### config.mk
export PLATFORM = sky130hd
export DESIGN_NAME = serclk_gen
export DESIGN_NICKNAME = d
export VERILOG_FILES = /design/src/rtl/serclk_pkg.sv /design/src/rtl/serclk_divider.sv /design/src/rtl/serclk_shaper.sv /design/src/rtl/serclk_buserr.sv /design/src/rtl/serclk_gen.sv
export SDC_FILE = /design/constraint.sdc
export NUM_CORES = 1
export LEC_CHECK = 0
export BUFFER_PORTS_ARGS = -buffer_cell sky130_fd_sc_hd__buf_2
export CAP_MARGIN = 20
export CORE_UTILIZATION = 48
export DETAILED_ROUTE_END_ITERATION = 16
export PLACE_DENSITY = 0.73
export SLEW_MARGIN = 0
export SYNTH_ARGS = -nofsm -noshare
export SYNTH_HDL_FRONTEND = slang
export SYNTH_HIERARCHICAL = 1
export SYNTH_SLANG_ARGS = --single-unit
### constraint.sdc
create_clock -name clk -period 2.15 [get_ports clk]
set_clock_uncertainty 0.15 [all_clocks]
set_input_delay 0.215 -clock clk [delete_from_list [all_inputs] [get_ports clk]]
set_output_delay 0.215 -clock clk [all_outputs]
set_load 0.02 [all_outputs]
### src/rtl/serclk_pkg.sv
package serclk_pkg;
  localparam int DIV_W = 8;

  typedef struct packed {
    logic             master;
    logic             presc8;
    logic [DIV_W-1:0] div;
    logic             cpol;
    logic             cpha;
    logic             i2c;
    logic             freeze;
  } serclk_cfg_t;
endpackage

### src/rtl/serclk_divider.sv
module serclk_divider #(
  parameter int DIV_W     = 8,
  parameter int PRE_RATIO = 8
) (
  input  logic             clk,
  input  logic             rst,
  input  logic             run,
  input  logic             presc8,
  input  logic [DIV_W-1:0] div,
  output logic             tick
);
  logic             pre_tick;
  logic [DIV_W-1:0] mod_cnt;

  generate
    if (PRE_RATIO > 1) begin : g_pre
      localparam int PRE_W = $clog2(PRE_RATIO);
      logic [PRE_W-1:0] pre_cnt;
      assign pre_tick = !presc8 || (pre_cnt == PRE_W'(PRE_RATIO - 1));
      always_ff @(posedge clk) begin
        if (rst || !run)   pre_cnt <= '0;
        else if (pre_tick) pre_cnt <= '0;
        else               pre_cnt <= pre_cnt + 1'b1;
      end
    end else begin : g_nopre
      assign pre_tick = 1'b1;
    end
  endgenerate

  assign tick = run && pre_tick && (mod_cnt == div);

  always_ff @(posedge clk) begin
    if (rst || !run)   mod_cnt <= '0;
    else if (pre_tick) mod_cnt <= (mod_cnt == div) ? '0 : mod_cnt + 1'b1;
  end

  // the modulus counter never passes the programmed field while running
  a_r3_mod_in_range: assert property (@(posedge clk) disable iff (rst)
    run |-> (mod_cnt <= div));
endmodule

### src/rtl/serclk_shaper.sv
module serclk_shaper (
  input  logic clk,
  input  logic rst,
  input  logic run,
  input  logic tick,
  input  logic master,
  input  logic cpol,
  input  logic cpha,
  input  logic ext_sclk,
  output logic sclk_out,
  output logic sclk_en
);
  logic phase, phase_d;

  always_comb begin
    if (!run)      phase_d = 1'b0;
    else if (tick) phase_d = ~phase;
    else           phase_d = phase;
  end

  always_ff @(posedge clk) begin
    if (rst) begin
      phase    <= 1'b0;
      sclk_out <= 1'b0;
      sclk_en  <= 1'b0;
    end else begin
      phase    <= phase_d;
      sclk_out <= master ? (cpol ^ phase_d) : ext_sclk;
      sclk_en  <= run && tick && (phase_d != cpha);
    end
  end

  // the internal phase only moves on a divider tick
  a_r2_phase_holds: assert property (@(posedge clk) disable iff (rst)
    (run && !tick) |=> $stable(phase));
endmodule

### src/rtl/serclk_buserr.sv
module serclk_buserr (
  input  logic clk,
  input  logic rst,
  input  logic spi_master,
  input  logic ss_n,
  input  logic clr,
  output logic err
);
  always_ff @(posedge clk) begin
    if (rst)                     err <= 1'b0;
    else if (spi_master && !ss_n) err <= 1'b1;
    else if (clr)                err <= 1'b0;
  end

  // the error appears one cycle after the condition
  a_r9_err_set: assert property (@(posedge clk) disable iff (rst)
    (spi_master && !ss_n) |=> err);
  // the flag is sticky until cleared
  a_r9_err_sticky: assert property (@(posedge clk) disable iff (rst)
    (err && !clr) |=> err);
endmodule

### src/rtl/serclk_gen.sv
module serclk_gen
  import serclk_pkg::*;
#(
  parameter int PRE_RATIO = 8
) (
  input  logic             clk,
  input  logic             rst,
  input  logic             cfg_master,
  input  logic             cfg_presc8,
  input  logic [DIV_W-1:0] cfg_div,
  input  logic             cfg_cpol,
  input  logic             cfg_cpha,
  input  logic             cfg_i2c,
  input  logic             cfg_freeze,
  input  logic             xfer_active,
  input  logic             ext_sclk,
  input  logic             ss_n,
  input  logic             err_clr,
  output logic             sclk_out,
  output logic             sclk_en,
  output logic             bus_err
);
  serclk_cfg_t cfg_now, cfg_q;
  logic        cfg_changed, gen_on, run, tick;

  assign cfg_now = '{master: cfg_master, presc8: cfg_presc8, div: cfg_div,
                     cpol: cfg_cpol, cpha: cfg_cpha, i2c: cfg_i2c,
                     freeze: cfg_freeze};

  always_ff @(posedge clk) begin
    if (rst) cfg_q <= '0;
    else     cfg_q <= cfg_now;
  end

  assign cfg_changed = (cfg_now != cfg_q);
  assign gen_on      = cfg_master || (cfg_i2c && cfg_freeze);
  assign run         = gen_on && xfer_active && !cfg_changed;

  serclk_divider #(.DIV_W(DIV_W), .PRE_RATIO(PRE_RATIO)) u_div (
    .clk(clk), .rst(rst), .run(run), .presc8(cfg_presc8), .div(cfg_div),
    .tick(tick)
  );

  serclk_shaper u_shape (
    .clk(clk), .rst(rst), .run(run), .tick(tick), .master(cfg_master),
    .cpol(cfg_cpol), .cpha(cfg_cpha), .ext_sclk(ext_sclk),
    .sclk_out(sclk_out), .sclk_en(sclk_en)
  );

  serclk_buserr u_err (
    .clk(clk), .rst(rst), .spi_master(cfg_master && !cfg_i2c), .ss_n(ss_n),
    .clr(err_clr), .err(bus_err)
  );

  // idle level in master mode without a transfer
  a_r4_idle_level: assert property (@(posedge clk) disable iff (rst)
    (cfg_master && !xfer_active) |=> (sclk_out == $past(cfg_cpol)));
  // slave output follows the external clock one cycle later
  a_r6_slave_follow: assert property (@(posedge clk) disable iff (rst)
    (!cfg_master) |=> (sclk_out == $past(ext_sclk)));
  // the qualifier only fires when the generator was enabled
  a_r7_en_gated: assert property (@(posedge clk) disable iff (rst)
    sclk_en |-> $past(gen_on && xfer_active));
endmodule

-- Yosys cells after proc, flatten, opt, wreduce, memory -nomap -nowiden
Index checks and enable logic that the tools add are counted.
Widths: inputs -> output; s select.
- output and inout port bits: 3
- memories: 0
- register bits after elaboration: 29
- ROM bits: 0
- logic and storage cells: 46
- latch bits: 0
- input bits: 20
- memory bits (writable): 0
- div/mod/pow operators: 0
- magnitude comparators: 0
- bitwise gates (word level): 2
- add/subtract/negate cells: 2
- multipliers: 0
- reduce and logical (&&, ||, !) cells: 19
- shifts and indexed selects: 0
- multiplexer cells: 6
- equal/unequal tests: 4
- operator list (cell ; count):
    $ne 14x14->1 ; 1
    $logic_and 1x1->1 ; 9
    $add 8x1->8 const B ; 1
    $eq 8x8->1 ; 1
    $mux 8 ; 1
    $logic_not 1->1 ; 5
    $mux 1 ; 5
    $add 3x1->3 const B ; 1
    $eq 3x3->1 const B ; 1
    $logic_or 1x1->1 ; 3
    $reduce_bool 2->1 ; 1
    $reduce_or 2->1 ; 1
    $ne 1x1->1 ; 1
    $not 1->1 ; 1
    $xor 1x1->1 ; 1

-- Logic depth before layout (Yosys ltp)
- word-level depth: 10
- mapped depth: 9
- gate-level depth less buffers: 8

-- By module
The synthesis kept the hierarchy.
- modules (own cells, without submodules) (module ; cells an instance ; area an instance (um^2) ; sequential area each (um^2) ; times used):
    serclk_divider ; 65 ; 584.3 ; 220.2 ; 1
    serclk_gen ; 53 ; 554.3 ; 280.3 ; 1
    serclk_shaper ; 13 ; 120.1 ; 60.1 ; 1
    serclk_buserr ; 4 ; 41.3 ; 20.0 ; 1

-- Worst setup path before layout
Ideal clock, no wire load.
- kind: register to register
- from: register cfg_q[9] (netlist bit)
- to: register u_shape.sclk_out
- cell stages (with the launch flop): 9
- period minus slack after synthesis: 2083 ps
- setup slack: 67 ps
- library setup time: 91 ps
- path buffers: 0
- data required time: 1909 ps
- arrival: 1842 ps
- path through: dfxtp_1 -> xor2_1 -> nor4_2 -> nand4_1 -> nor3_2 -> and3_1 -> xnor2_1 -> or3_1 -> a311oi_1
- word-level cells in the longest chain between the ends: 9
- ends and longest elaborated chain (what ; line ; text):
    start: declaration ; serclk_gen.sv:23 ; serclk_cfg_t cfg_now, cfg_q;
    start signal: assignment ; serclk_gen.sv:32 ; else cfg_q <= cfg_now;
    $ne 14x14->1 ; serclk_gen.sv:35 ; assign cfg_changed = (cfg_now != cfg_q);
    $logic_not 1->1 ; serclk_gen.sv:37 ; assign run = gen_on && xfer_active && !cfg_changed;
    $logic_and 1x1->1 ; serclk_gen.sv:37 ;
    via run ; serclk_gen.sv:24 ; logic cfg_changed, gen_on, run, tick;
    $logic_and 1x1->1 (2 in series) ; serclk_divider.sv:30 ; assign tick = run && pre_tick && (mod_cnt == div);
    via tick ; serclk_gen.sv:24 ;
    $mux 1 ; serclk_shaper.sv:17 ; else if (tick) phase_d = ~phase;
    $mux 1 ; serclk_shaper.sv:16 ; if (!run) phase_d = 1'b0;
    $xor 1x1->1 ; serclk_shaper.sv:28 ; sclk_out <= master ? (cpol ^ phase_d) : ext_sclk;
    $mux 1 ; serclk_shaper.sv:28 ;
    end signal: assignment ; serclk_shaper.sv:28 ;
    end: declaration ; serclk_shaper.sv:10 ; output logic sclk_out,
The timed path passes the listed nets, and every way through them passes these cells.
A chain may end at the register's enable or synchronous reset.

-- Worst setup path after layout
- from: register cfg_q[10] (netlist bit)
- to: register u_shape.sclk_out
Same word-level chain as after synthesis.

==> results_dict.tcl <==
set metrics [dict create \
    comb_power_share 0.114 \
    htree_num_levels 2 \
    holdWs_ns 0.0182 \
    period_minus_slack_ns 2.18 \
    areaGrowthSynthToFinish_pct 29.8 \
    min_to "cfg_q[5]$_SDFF_PP0_" \
    rsz0062_at_grt "yes" \
    fin_area_um2 1690 \
    switchingPower_mw 0.242 \
    die_h_um 54.0 \
    power_frac_seq 0.572 \
    synth_ff_type "dfxtp_1" \
    drv_slew 0 \
    root_buffer "clkbuf_4" \
    fin_setup_tns_ns -0.0303 \
    ir_drop_mv 0.463 \
    reg2reg_from "cfg_q[10]$_SDFF_PP0_" \
    violations "setup timing" \
    met3_length_um 118 \
    die-area_um2 2920 \
    cts_tree "yes" \
    globalplace.congestion 0.863 \
    rr_worst_depth 8 \
    drt-total-wl_um 2560 \
    insertion_delay_ns 0.33 \
    clkTransAtPathRegs_ns 0.09 \
    wl_per_cell_um 11.9 \
    status "finished with violations" \
    drive_gt1_frac 0.261 \
    critPathKind "flop to flop" \
    grt_antenna_before_repair 0 \
    worstHoldStart "cfg_div[1]" \
    worstPathRequired_ns 2.24 \
    intPower_mw 0.737 \
    synth_edf_count 0 \
    hold_violations 0 \
    via_count 1071 \
    top_layer_used "met4" \
    hp-class "primary input to flop" \
    drt-pass1-iter-count 4 \
    cp.arrival_ns 2.27 \
    crit_buf_inv 0 \
    fin_crit_sh 1.01 \
    fp-row-count 18 \
    cts_setup_buffers 0 \
    placed_area_um2 1520 \
    grt_max_degree 20 \
    power.leakage_nw 0.676 \
    worst_setup_path_end_kind "flop" \
    setup_viol 1 \
    antenna_left 0 \
    wl_met1_um 1180 \
    fp.coreArea_um2 2520 \
    via_per_inst 5.00 \
    layout.nets 206 \
    place.port_buffers 22 \
    first_global_vias 939 \
    drc 0 \
    synthesis.nets 158 \
    syn_avg_cell_area_um2 9.63 \
    grtUsageTotal 0.199 \
    cap_viol_max_count 0 \
    switching_share 0.247 \
    yosysWarnings 6 \
    diodes 0 \
    drt_iter0_markers 15 \
    io_pins 23 \
    p_clk_frac 0.314 \
    worstReg2RegEnd "u_shape/sclk_out$_SDFF_PP0_" \
    synth_cell_types 27 \
    cts_buffers 5 \
    rrSetupSlack_ns -0.03 \
    worst_path_max_delay_cell "dfxtp_1" \
    power_density_nw_per_um2 580 \
    slowest_delay_ns 0.32 \
    dieWidth_um 54.0 \
    fmax_mhz 459 \
    whs_path_depth 2 \
    worst_slack_ns -0.0303 \
    grt_pass1_wl_um 3910 \
    met2_length_um 1230 \
    maxSlewHeadroom 0.752 \
    hpwl_um 1840 \
    synthCells 135 \
    cp_max_fo 2 \
    overflow 0 \
    synth_area_um2 1300 \
    ys_seq_area_frac 0.447 \
    path_cells "xor2_1 -> nor4_1 -> nand3_1 -> nor3_2 -> and3_4 -> xnor2_2 -> or3_1 -> a311oi_1" \
    clock-sinks 29 \
    async_flop_share 0 \
    ys_ff_latch 29 \
    start_util 0.515 \
    worstMarginPinSlew_ns 0.369 \
    cp-start-kind "flop" \
    cp_top_family "simple AND/OR/NAND/NOR gates" \
    clk_path_buf_depth 2 \
]
## repair_timing
| action | 4_1_cts | 5_1_grt |
|---|---|---|
| hold buffers | 10 | 0 |
| endpoints found under the setup margin | 1 | 2 |
| hold endpoints to repair | 9 | 0 |
| pin swaps | 6 | 1 |
| gates resized for setup | 3 | 0 |
## placed cells by master (no fill, tap or decap), types with 2 or more instances in the layout
cell / n
buf_4: 11
or3_1: 2
xor2_1: 12
nor2b_1: 16
o21ai_0: 3
inv_1: 2
clkinv_2: 2
nand3_1: 2
nor2_1: 5
ha_1: 3
xnor2_1: 15
nand4_1: 5
nor3_1: 11
dlygate4sd3_1: 10
clkbuf_4: 5
buf_2: 22
nor4_1: 2
dfxtp_1: 28
nand2b_1: 4
nand2_1: 9
and2_1: 2
## per-layer routing
metal	up-vias	GRT usage
met2	21	0.327
met3	6	0.0763
li1	553	-
met4	0	0.103
met1	491	0.221
met5	-	0
## flip-flops by register name, summed over array words and instances, names as in the netlist
signal and flops:
u_shape/sclk_en 1, u_shape/phase 1, u_div/g_pre.pre_cnt 3, cfg_q 14, u_err/err 1, u_div/mod_cnt 8
u_shape/sclk_out 1
## how the worst max path moves through the flow
stage / from / end / slack, ns / depth (start not counted)
CTS: cfg_q[6]$_SDFF_PP0_ / u_shape/sclk_out$_SDFF_PP0_ / -0.05 / 8
global placement: cfg_i2c / u_shape/sclk_out$_SDFF_PP0_ / -0.005 / 9
detailed placement: cfg_i2c / u_shape/sclk_out$_SDFF_PP0_ / -0.10 / 9
global route: cfg_q[10]$_SDFF_PP0_ / u_shape/sclk_out$_SDFF_PP0_ / -0.11 / 9
floorplan: cfg_q[9]$_SDFF_PP0_ / u_shape/sclk_out$_SDFF_PP0_ / 0.07 / 8
finish: cfg_q[10]$_SDFF_PP0_ / u_shape/sclk_out$_SDFF_PP0_ / -0.03 / 8
## cell usage after synthesis (2+ instances only)
cell / instances / area (um^2)
inv_1: 2 / 7.51
nor2_1: 5 / 18.8
and2_1: 2 / 12.5
ha_1: 3 / 37.5
nand3_1: 2 / 10.0
clkbuf_1: 2 / 7.51
nor2b_1: 16 / 100
xnor2_1: 16 / 140
nand2b_1: 4 / 25.0
or3_1: 2 / 12.5
o21ai_0: 3 / 15.0
nor3_1: 11 / 55.1
nand4_1: 5 / 31.3
nand2_1: 9 / 33.8
nor4_1: 2 / 12.5
dfxtp_1: 29 / 581
xor2_1: 12 / 105
## worst register-to-register path, stage by stage (launching register included)
cell	delay, ns
dfxtp_1	0.32
xor2_1	0.15
nor4_1	0.31
nand3_1	0.13
nor3_2	0.23
and3_4	0.23
xnor2_2	0.08
or3_1	0.31
a311oi_1	0.21
## power groups by stage
stage	clock [mW]	sequential (mW)	combinational, mW
after floorplan	0	0.574	0.0505
after global placement	0	0.572	0.0951
after detailed placement	0	0.573	0.0974
after CTS	0.320	0.560	0.112
after global routing	0.346	0.562	0.122
final	0.307	0.560	0.112
## layout make-up
class / count / area [um^2]
clock buffers: 6 / 41.3
clock inverters: 2 / 10.0
fillers: 203 / 835
inverters: 2 / 7.51
multi-input cells: 102 / 717
flip-flops and latches: 29 / 582
well taps: 30 / 37.5
repair buffers: 43 / 293
## per-stage QoR
stage                     cells  setup slack (ns)  power [mW]   util
final                       214           -0.0303       0.979  0.669
after global routing        214            -0.107        1.03  0.669
after CTS                   214           -0.0499       0.992  0.669
after detailed placement    196            -0.103       0.670  0.604
after global placement      196          -0.00474       0.667  0.604
after floorplan             135            0.0667       0.624      -
## cells by family (layout without fill, tap and decap cells)
logic type / after synthesis / count (layout) / synth area share
xor+xnor: 28 / 28 / 0.189
buf+inv: 4 / 53 / 0.0116
compound gates: 7 / 7 / 0.0337
simple gates: 64 / 64 / 0.291
fa+ha+maj: 3 / 3 / 0.0289
flops: 29 / 29 / 0.447
Note: power is estimated with default switching activity, not from simulation.
